===== src/rtl/bseq_pkg.sv =====
package bseq_pkg;

    localparam int BYTE_W = 8;
    localparam int WORD_W = 2 * BYTE_W;

    typedef enum logic {
        DIR_TX = 1'b0,
        DIR_RX = 1'b1
    } dir_e;

    typedef struct packed {
        logic active;
        dir_e dir;
    } xfer_st_t;

    function automatic logic [WORD_W-1:0] pack_word(input logic [BYTE_W-1:0] hi,
                                                    input logic [BYTE_W-1:0] lo);
        return {hi, lo};
    endfunction

endpackage


===== src/rtl/bseq_counters.sv =====
module bseq_counters #(
    parameter int LEN_W = 11
) (
    input  logic             clk,
    input  logic             rst,
    input  logic             len_we,
    input  logic [LEN_W-1:0] len_val,
    input  logic             cnt_we,
    input  logic [LEN_W-1:0] cnt_val,
    input  logic             step,
    output logic [LEN_W:0]   byte_left,
    output logic [LEN_W:0]   blk_left,
    output logic             last_byte,
    output logic             last_blk
);
    localparam int CNT_W = LEN_W + 1;

    logic [CNT_W-1:0] blen_q, nblk_q, bcnt_q, kcnt_q;
    logic [CNT_W-1:0] len_plus, cnt_plus;

    assign len_plus  = {1'b0, len_val} + CNT_W'(1);
    assign cnt_plus  = {1'b0, cnt_val} + CNT_W'(1);
    assign last_byte = (bcnt_q == CNT_W'(1));
    assign last_blk  = (kcnt_q == CNT_W'(1));
    assign byte_left = bcnt_q;
    assign blk_left  = kcnt_q;

    always_ff @(posedge clk) begin
        if (rst) begin
            blen_q <= '0;
            nblk_q <= '0;
            bcnt_q <= '0;
            kcnt_q <= '0;
        end else begin
            if (len_we) begin
                blen_q <= len_plus;
                bcnt_q <= len_plus;
            end
            if (cnt_we) begin
                nblk_q <= cnt_plus;
                kcnt_q <= cnt_plus;
                bcnt_q <= len_we ? len_plus : blen_q;
            end
            if (!len_we && !cnt_we && step) begin
                if (last_byte) begin
                    bcnt_q <= blen_q;
                    kcnt_q <= last_blk ? nblk_q : kcnt_q - CNT_W'(1);
                end else begin
                    bcnt_q <= bcnt_q - CNT_W'(1);
                end
            end
        end
    end

endmodule


===== src/rtl/bseq_rx_pack.sv =====
module bseq_rx_pack
    import bseq_pkg::*;
(
    input  logic              clk,
    input  logic              rst,
    input  logic              clear,
    input  logic              accept,
    input  logic [BYTE_W-1:0] byte_in,
    input  logic              last_byte,
    output logic              push,
    output logic [WORD_W-1:0] wdata,
    output logic              half
);
    logic              half_q;
    logic [BYTE_W-1:0] lo_q;

    assign half  = half_q;
    assign push  = accept && (half_q || last_byte);
    assign wdata = half_q ? pack_word(byte_in, lo_q) : pack_word('0, byte_in);

    always_ff @(posedge clk) begin
        if (rst || clear) begin
            half_q <= 1'b0;
            lo_q   <= '0;
        end else if (accept) begin
            if (half_q || last_byte) begin
                half_q <= 1'b0;
            end else begin
                half_q <= 1'b1;
                lo_q   <= byte_in;
            end
        end
    end

endmodule


===== src/rtl/bseq_tx_unpack.sv =====
module bseq_tx_unpack
    import bseq_pkg::*;
(
    input  logic              clk,
    input  logic              rst,
    input  logic              clear,
    input  logic              accept,
    input  logic [WORD_W-1:0] rdata,
    input  logic              last_byte,
    output logic              pop,
    output logic [BYTE_W-1:0] byte_out,
    output logic              half
);
    logic              half_q;
    logic [BYTE_W-1:0] hi_q;

    assign half     = half_q;
    assign pop      = accept && !half_q;
    assign byte_out = half_q ? hi_q : rdata[BYTE_W-1:0];

    always_ff @(posedge clk) begin
        if (rst || clear) begin
            half_q <= 1'b0;
            hi_q   <= '0;
        end else if (accept) begin
            if (half_q) begin
                half_q <= 1'b0;
            end else if (!last_byte) begin
                half_q <= 1'b1;
                hi_q   <= rdata[WORD_W-1:BYTE_W];
            end
        end
    end

endmodule


===== src/rtl/bseq_top.sv =====
module bseq_top
    import bseq_pkg::*;
#(
    parameter int LEN_W = 11,
    parameter int LVL_W = 5
) (
    input  logic             clk,
    input  logic             rst,
    input  logic             blk_len_we,
    input  logic [LEN_W-1:0] blk_len_val,
    input  logic             blk_cnt_we,
    input  logic [LEN_W-1:0] blk_cnt_val,
    input  logic             start,
    input  logic             start_data,
    input  logic             start_rx,
    input  logic [LVL_W-1:0] af_level,
    input  logic [LVL_W:0]   fifo_fill,
    input  logic [15:0]      fifo_rdata,
    output logic             fifo_pop,
    output logic             fifo_push,
    output logic [15:0]      fifo_wdata,
    output logic             fifo_clear,
    output logic             tx_valid,
    output logic [7:0]       tx_byte,
    input  logic             tx_ready,
    input  logic             rx_valid,
    input  logic [7:0]       rx_byte,
    output logic             rx_ready,
    output logic [LEN_W:0]   byte_left,
    output logic [LEN_W:0]   blk_left,
    output logic             xfer_active,
    output logic             xfer_done
);
    xfer_st_t st_q;
    logic     done_q;
    logic     can_run, rx_half, tx_half, rx_acc, tx_acc, step;
    logic     last_byte, last_blk, final_byte;

    assign fifo_clear  = start && start_data;
    assign can_run     = st_q.active && !start && !blk_len_we && !blk_cnt_we;
    assign rx_ready    = can_run && (st_q.dir == DIR_RX)
                         && (rx_half || (fifo_fill <= {1'b0, af_level}));
    assign tx_valid    = can_run && (st_q.dir == DIR_TX)
                         && (tx_half || (fifo_fill != '0));
    assign rx_acc      = rx_valid && rx_ready;
    assign tx_acc      = tx_valid && tx_ready;
    assign step        = rx_acc || tx_acc;
    assign final_byte  = step && last_byte && last_blk;
    assign xfer_active = st_q.active;
    assign xfer_done   = done_q;

    bseq_counters #(.LEN_W(LEN_W)) u_cnt (
        .clk      (clk),
        .rst      (rst),
        .len_we   (blk_len_we),
        .len_val  (blk_len_val),
        .cnt_we   (blk_cnt_we),
        .cnt_val  (blk_cnt_val),
        .step     (step),
        .byte_left(byte_left),
        .blk_left (blk_left),
        .last_byte(last_byte),
        .last_blk (last_blk)
    );

    bseq_rx_pack u_rx (
        .clk      (clk),
        .rst      (rst),
        .clear    (start),
        .accept   (rx_acc),
        .byte_in  (rx_byte),
        .last_byte(last_byte),
        .push     (fifo_push),
        .wdata    (fifo_wdata),
        .half     (rx_half)
    );

    bseq_tx_unpack u_tx (
        .clk      (clk),
        .rst      (rst),
        .clear    (start),
        .accept   (tx_acc),
        .rdata    (fifo_rdata),
        .last_byte(last_byte),
        .pop      (fifo_pop),
        .byte_out (tx_byte),
        .half     (tx_half)
    );

    always_ff @(posedge clk) begin
        if (rst) begin
            st_q   <= '0;
            done_q <= 1'b0;
        end else begin
            done_q <= final_byte;
            if (start) begin
                st_q.active <= start_data;
                if (start_data) st_q.dir <= dir_e'(start_rx);
            end else if (final_byte) begin
                st_q.active <= 1'b0;
            end
        end
    end

endmodule


===== config.mk =====
export PLATFORM = sky130hd
export DESIGN_NAME = bseq_top
export DESIGN_NICKNAME = d
export VERILOG_FILES = /design/src/rtl/bseq_pkg.sv /design/src/rtl/bseq_counters.sv /design/src/rtl/bseq_rx_pack.sv /design/src/rtl/bseq_tx_unpack.sv /design/src/rtl/bseq_top.sv
export SDC_FILE = /design/constraint.sdc
export NUM_CORES = 1
export LEC_CHECK = 0
export ABC_AREA = 1
export BUFFER_PORTS_ARGS = -buffer_cell sky130_fd_sc_hd__buf_2
export CORE_MARGIN = 2
export CORE_UTILIZATION = 40
export DETAILED_ROUTE_END_ITERATION = 10
export MAX_ROUTING_LAYER = met4
export SYNTH_ARGS = -nofsm -noshare
export SYNTH_HDL_FRONTEND = slang
export SYNTH_SLANG_ARGS = --single-unit

===== constraint.sdc =====
create_clock -name clk -period 4.2 [get_ports clk]
set_clock_uncertainty 0.15 [all_clocks]
set_input_delay 1.26 -clock clk [delete_from_list [all_inputs] [get_ports clk]]
set_output_delay 1.26 -clock clk [all_outputs]
set_load 0.01 [all_outputs]

==> flow_metrics.py <==
metrics = {
    "yosys": {
        "ys_seq_area_frac": 0.303,
        "ys_ff_latch": 69,
        "synth_commonest_cells": "nand2_1 (198), nor2_1 (109), inv_1 (80)",
        "syn_nets": 803,
        "synthesis.area_mm2": 0.00456,
        "yosysWarnings": 0,
        "syn_inst": 726,
        "syn_area_per_cell_um2": 6.28,
        "synth_cell_type_count": 47,
        "yosysTopAreaCellShare": 0.303,
        "synth_most_common_cell": "nand2_1",
        "synth_top_area_cell": "dfxtp_1",
        "synth_area_leaders": "dfxtp_1 (30%), nand2_1 (16%), nor2_1 (9.0%), o21ai_0 (7.4%), inv_1 (6.6%)",
        "synth-edff-count": 0,
        "async_flop_share": 0,
        "synth-main-ff-cell": "dfxtp_1",
    },
    "power": {
        "p_switching_w": 0.000553,
        "p_leak_nw": 2.84,
        "seqPwrFrac": 0.385,
        "power_frac_clock": 0.416,
        "power_density_mw_per_mm2": 335,
        "p_comb_frac": 0.199,
        "sw_frac_of_total": 0.298,
        "p_int_w": 0.00130,
        "ir_worst_vdd_mv": 0.159,
    },
    "placed_design": {
        "portBuffers": 120,
        "dpl.hpwl_um": 10100,
        "pre_cts_ws_ns": 0.195,
        "gp_congestion": 0.861,
        "placed_cell_area_mm2": 0.00523,
    },
    "timing": {
        "timing.final.crit_share": 0.954,
        "worst_pin_slew_ns": 0.784,
        "period_minus_slack_ns": 4.01,
        "tns_ns": 0,
        "maxSlewViolCount": 0,
        "setup_viol": 0,
        "setup_ws_ns": 0.193,
        "grt_setup_unrepaired": "no",
        "fmax_mhz": 250,
        "whs_ns": 0.313,
        "hold_violations": 0,
        "slew_headroom": 0.477,
    },
    "run_status": {
        "outcome": "finished clean",
    },
    "clock_network": {
        "clkTransAtPathRegs_ns": 0.05,
        "htree_num_levels": 3,
        "hold_buffers": 0,
        "cts_buffers": 9,
        "insertion_delay_ns": 0.33,
        "cts_buffer_depth": 2,
        "cts_tree": "yes",
        "cts_setup_buffers": 0,
        "cts_sinks": 69,
        "root_buffer": "clkbuf_16",
        "cts-resized-gates": 0,
    },
    "grt": {
        "grt_pass1_vias": 4741,
        "grt_max_degree": 33,
        "grt_pass1_wl_um": 22000,
        "grt_overflow": 0,
        "globalRouteTotalUtil": 0.221,
        "antenna_found_initial": 0,
    },
    "detailed_routing": {
        "wirelength_met1_um": 6520,
        "met3WireLength_um": 822,
        "via_count": 4899,
        "vias_per_cell": 4.99,
        "dr.pass1.iters": 5,
        "wl_met2_um": 5830,
        "ant_nets": 0,
        "drcViolationCount": 0,
        "drt_iter0_drc": 324,
        "routedWlPerCell_um": 13.6,
        "top_layer": "met4",
        "wl_um": 13300,
    },
    "critical_path": {
        "worstPathCellList": "buf_2 -> ha_1 -> nand2_1 -> nor2_1 -> a21oi_1 -> nand2_2 -> nand3_4 -> a21oi_1 -> buf_2",
        "path_class": "in2out",
        "cp_max_fo": 5,
        "ff2ff_path_depth": 8,
        "start_kind": "input pin",
        "required_ns": 2.79,
        "cpPeakStageDelay_ns": 0.30,
        "crit_arrival_ns": 2.60,
        "end_kind": "primary output",
        "critPathSlowestCell": "ha_1",
    },
    "floorplanning": {
        "dieArea_mm2": 0.0123,
        "coreArea_mm2": 0.0110,
        "rows": 38,
        "die_w_um": 111,
        "fp.dieH_um": 111,
        "ios": 121,
        "start_util": 0.415,
    },
    "hold_path": {
        "min_path_cells": 2,
        "hp-class": "reg2reg",
    },
    "final_layout": {
        "final_cell_area_mm2": 0.00554,
        "n_antenna_cell": 0,
        "drive_above_1_share": 0.210,
        "post-route-util": 0.504,
        "nets": 914,
        "syn2layout_area_growth_pct": 21.3,
    },
    "job": {
        "maxCapViolCount": 0,
    },
}
==> worst max-delay path: cells and delay by family <==
kind                       cells  cell delay [ns]
AOI/OAI and AO/OA              2             0.33
adders and majority gates      1             0.30
buffers and inverters          2             0.28
and+or+nand+nor                4             0.43
==> area by class of cell <==
type                    instances  area [µm²]
clock inverters                 5        58.8
flip-flops and latches         69        1380
multi-input cells             546        2720
clock buffers                  11         243
inverters                      86         324
repair buffers                125         638
well taps                     140         175
fillers                      1152        5450
==> cells by family (layout without fill, tap and decap cells) <==
| family | count (synthesis) | in the layout | share of synthesized area |
|---|---|---|---|
| simple gates | 396 | 396 | 0.387 |
| fa+ha+maj | 11 | 11 | 0.0302 |
| flops | 69 | 69 | 0.303 |
| buf+inv | 111 | 227 | 0.102 |
| xor+xnor | 13 | 13 | 0.0250 |
| mux | 1 | 1 | 0.00219 |
| compound gates | 125 | 125 | 0.151 |
==> cells in the final DEF, fill, tap and decap left out, drive strengths merged, types with 3 or more instances in the layout <==
master and n:
or2 5, o21ai 70, xor2 8, xnor2 5
buf 125, inv 85, nand4 9, o211ai 6
nand2 207, ha 11, nor3 12, nand3 44
nor2 115, a31oi 3, clkinv 3, dfxtp 69
a21oi 35, clkbuf 11
==> power groups by stage <==
stage	sequential (W)	clock, W	combinational [W]
after floorplan	0.000729	0	0.000238
after global placement	0.000727	0	0.000359
after detailed placement	0.000728	0	0.000366
after CTS	0.000714	0.000791	0.000368
after global routing	0.000718	0.000813	0.000417
final	0.000714	0.000772	0.000370
==> registers in the layout, indices dropped and copies added, names as in the netlist <==
name	count
u_cnt.blen_q	12
u_cnt.blk_left	12
u_cnt.byte_left	12
u_cnt.nblk_q	12
u_rx.lo_q	8
u_tx.hi_q	8
st_q	1
u_rx.half	1
u_tx.half	1
xfer_active	1
xfer_done	1
==> path summary, 6_finish.rpt <==
check                                startpoint                 to  slack [ns]
worst max register to register        u_rx.half  u_cnt.blk_left[7]        2.08
worst min-delay path            u_cnt.nblk_q[7]    u_cnt.nblk_q[7]        0.31
worst max-delay path               fifo_fill[4]          fifo_push        0.19
worst min register to register  u_cnt.nblk_q[7]    u_cnt.nblk_q[7]        0.31
==> stage by stage <==
stage               total power, W  instances
global route               0.00195        982
detailed placement         0.00109        966
finish                     0.00186        982
CTS                        0.00187        982
global placement           0.00109        966
floorplan                 0.000967        726
==> per-layer routing <==
| layer | GRT usage | vias to the layer above |
|---|---|---|
| met5 | - | - |
| met4 | 0.0767 | 0 |
| met3 | 0.0399 | 15 |
| met2 | 0.350 | 179 |
| met1 | 0.286 | 2160 |
| li1 | - | 2545 |
(Power assumes the default switching activity.)
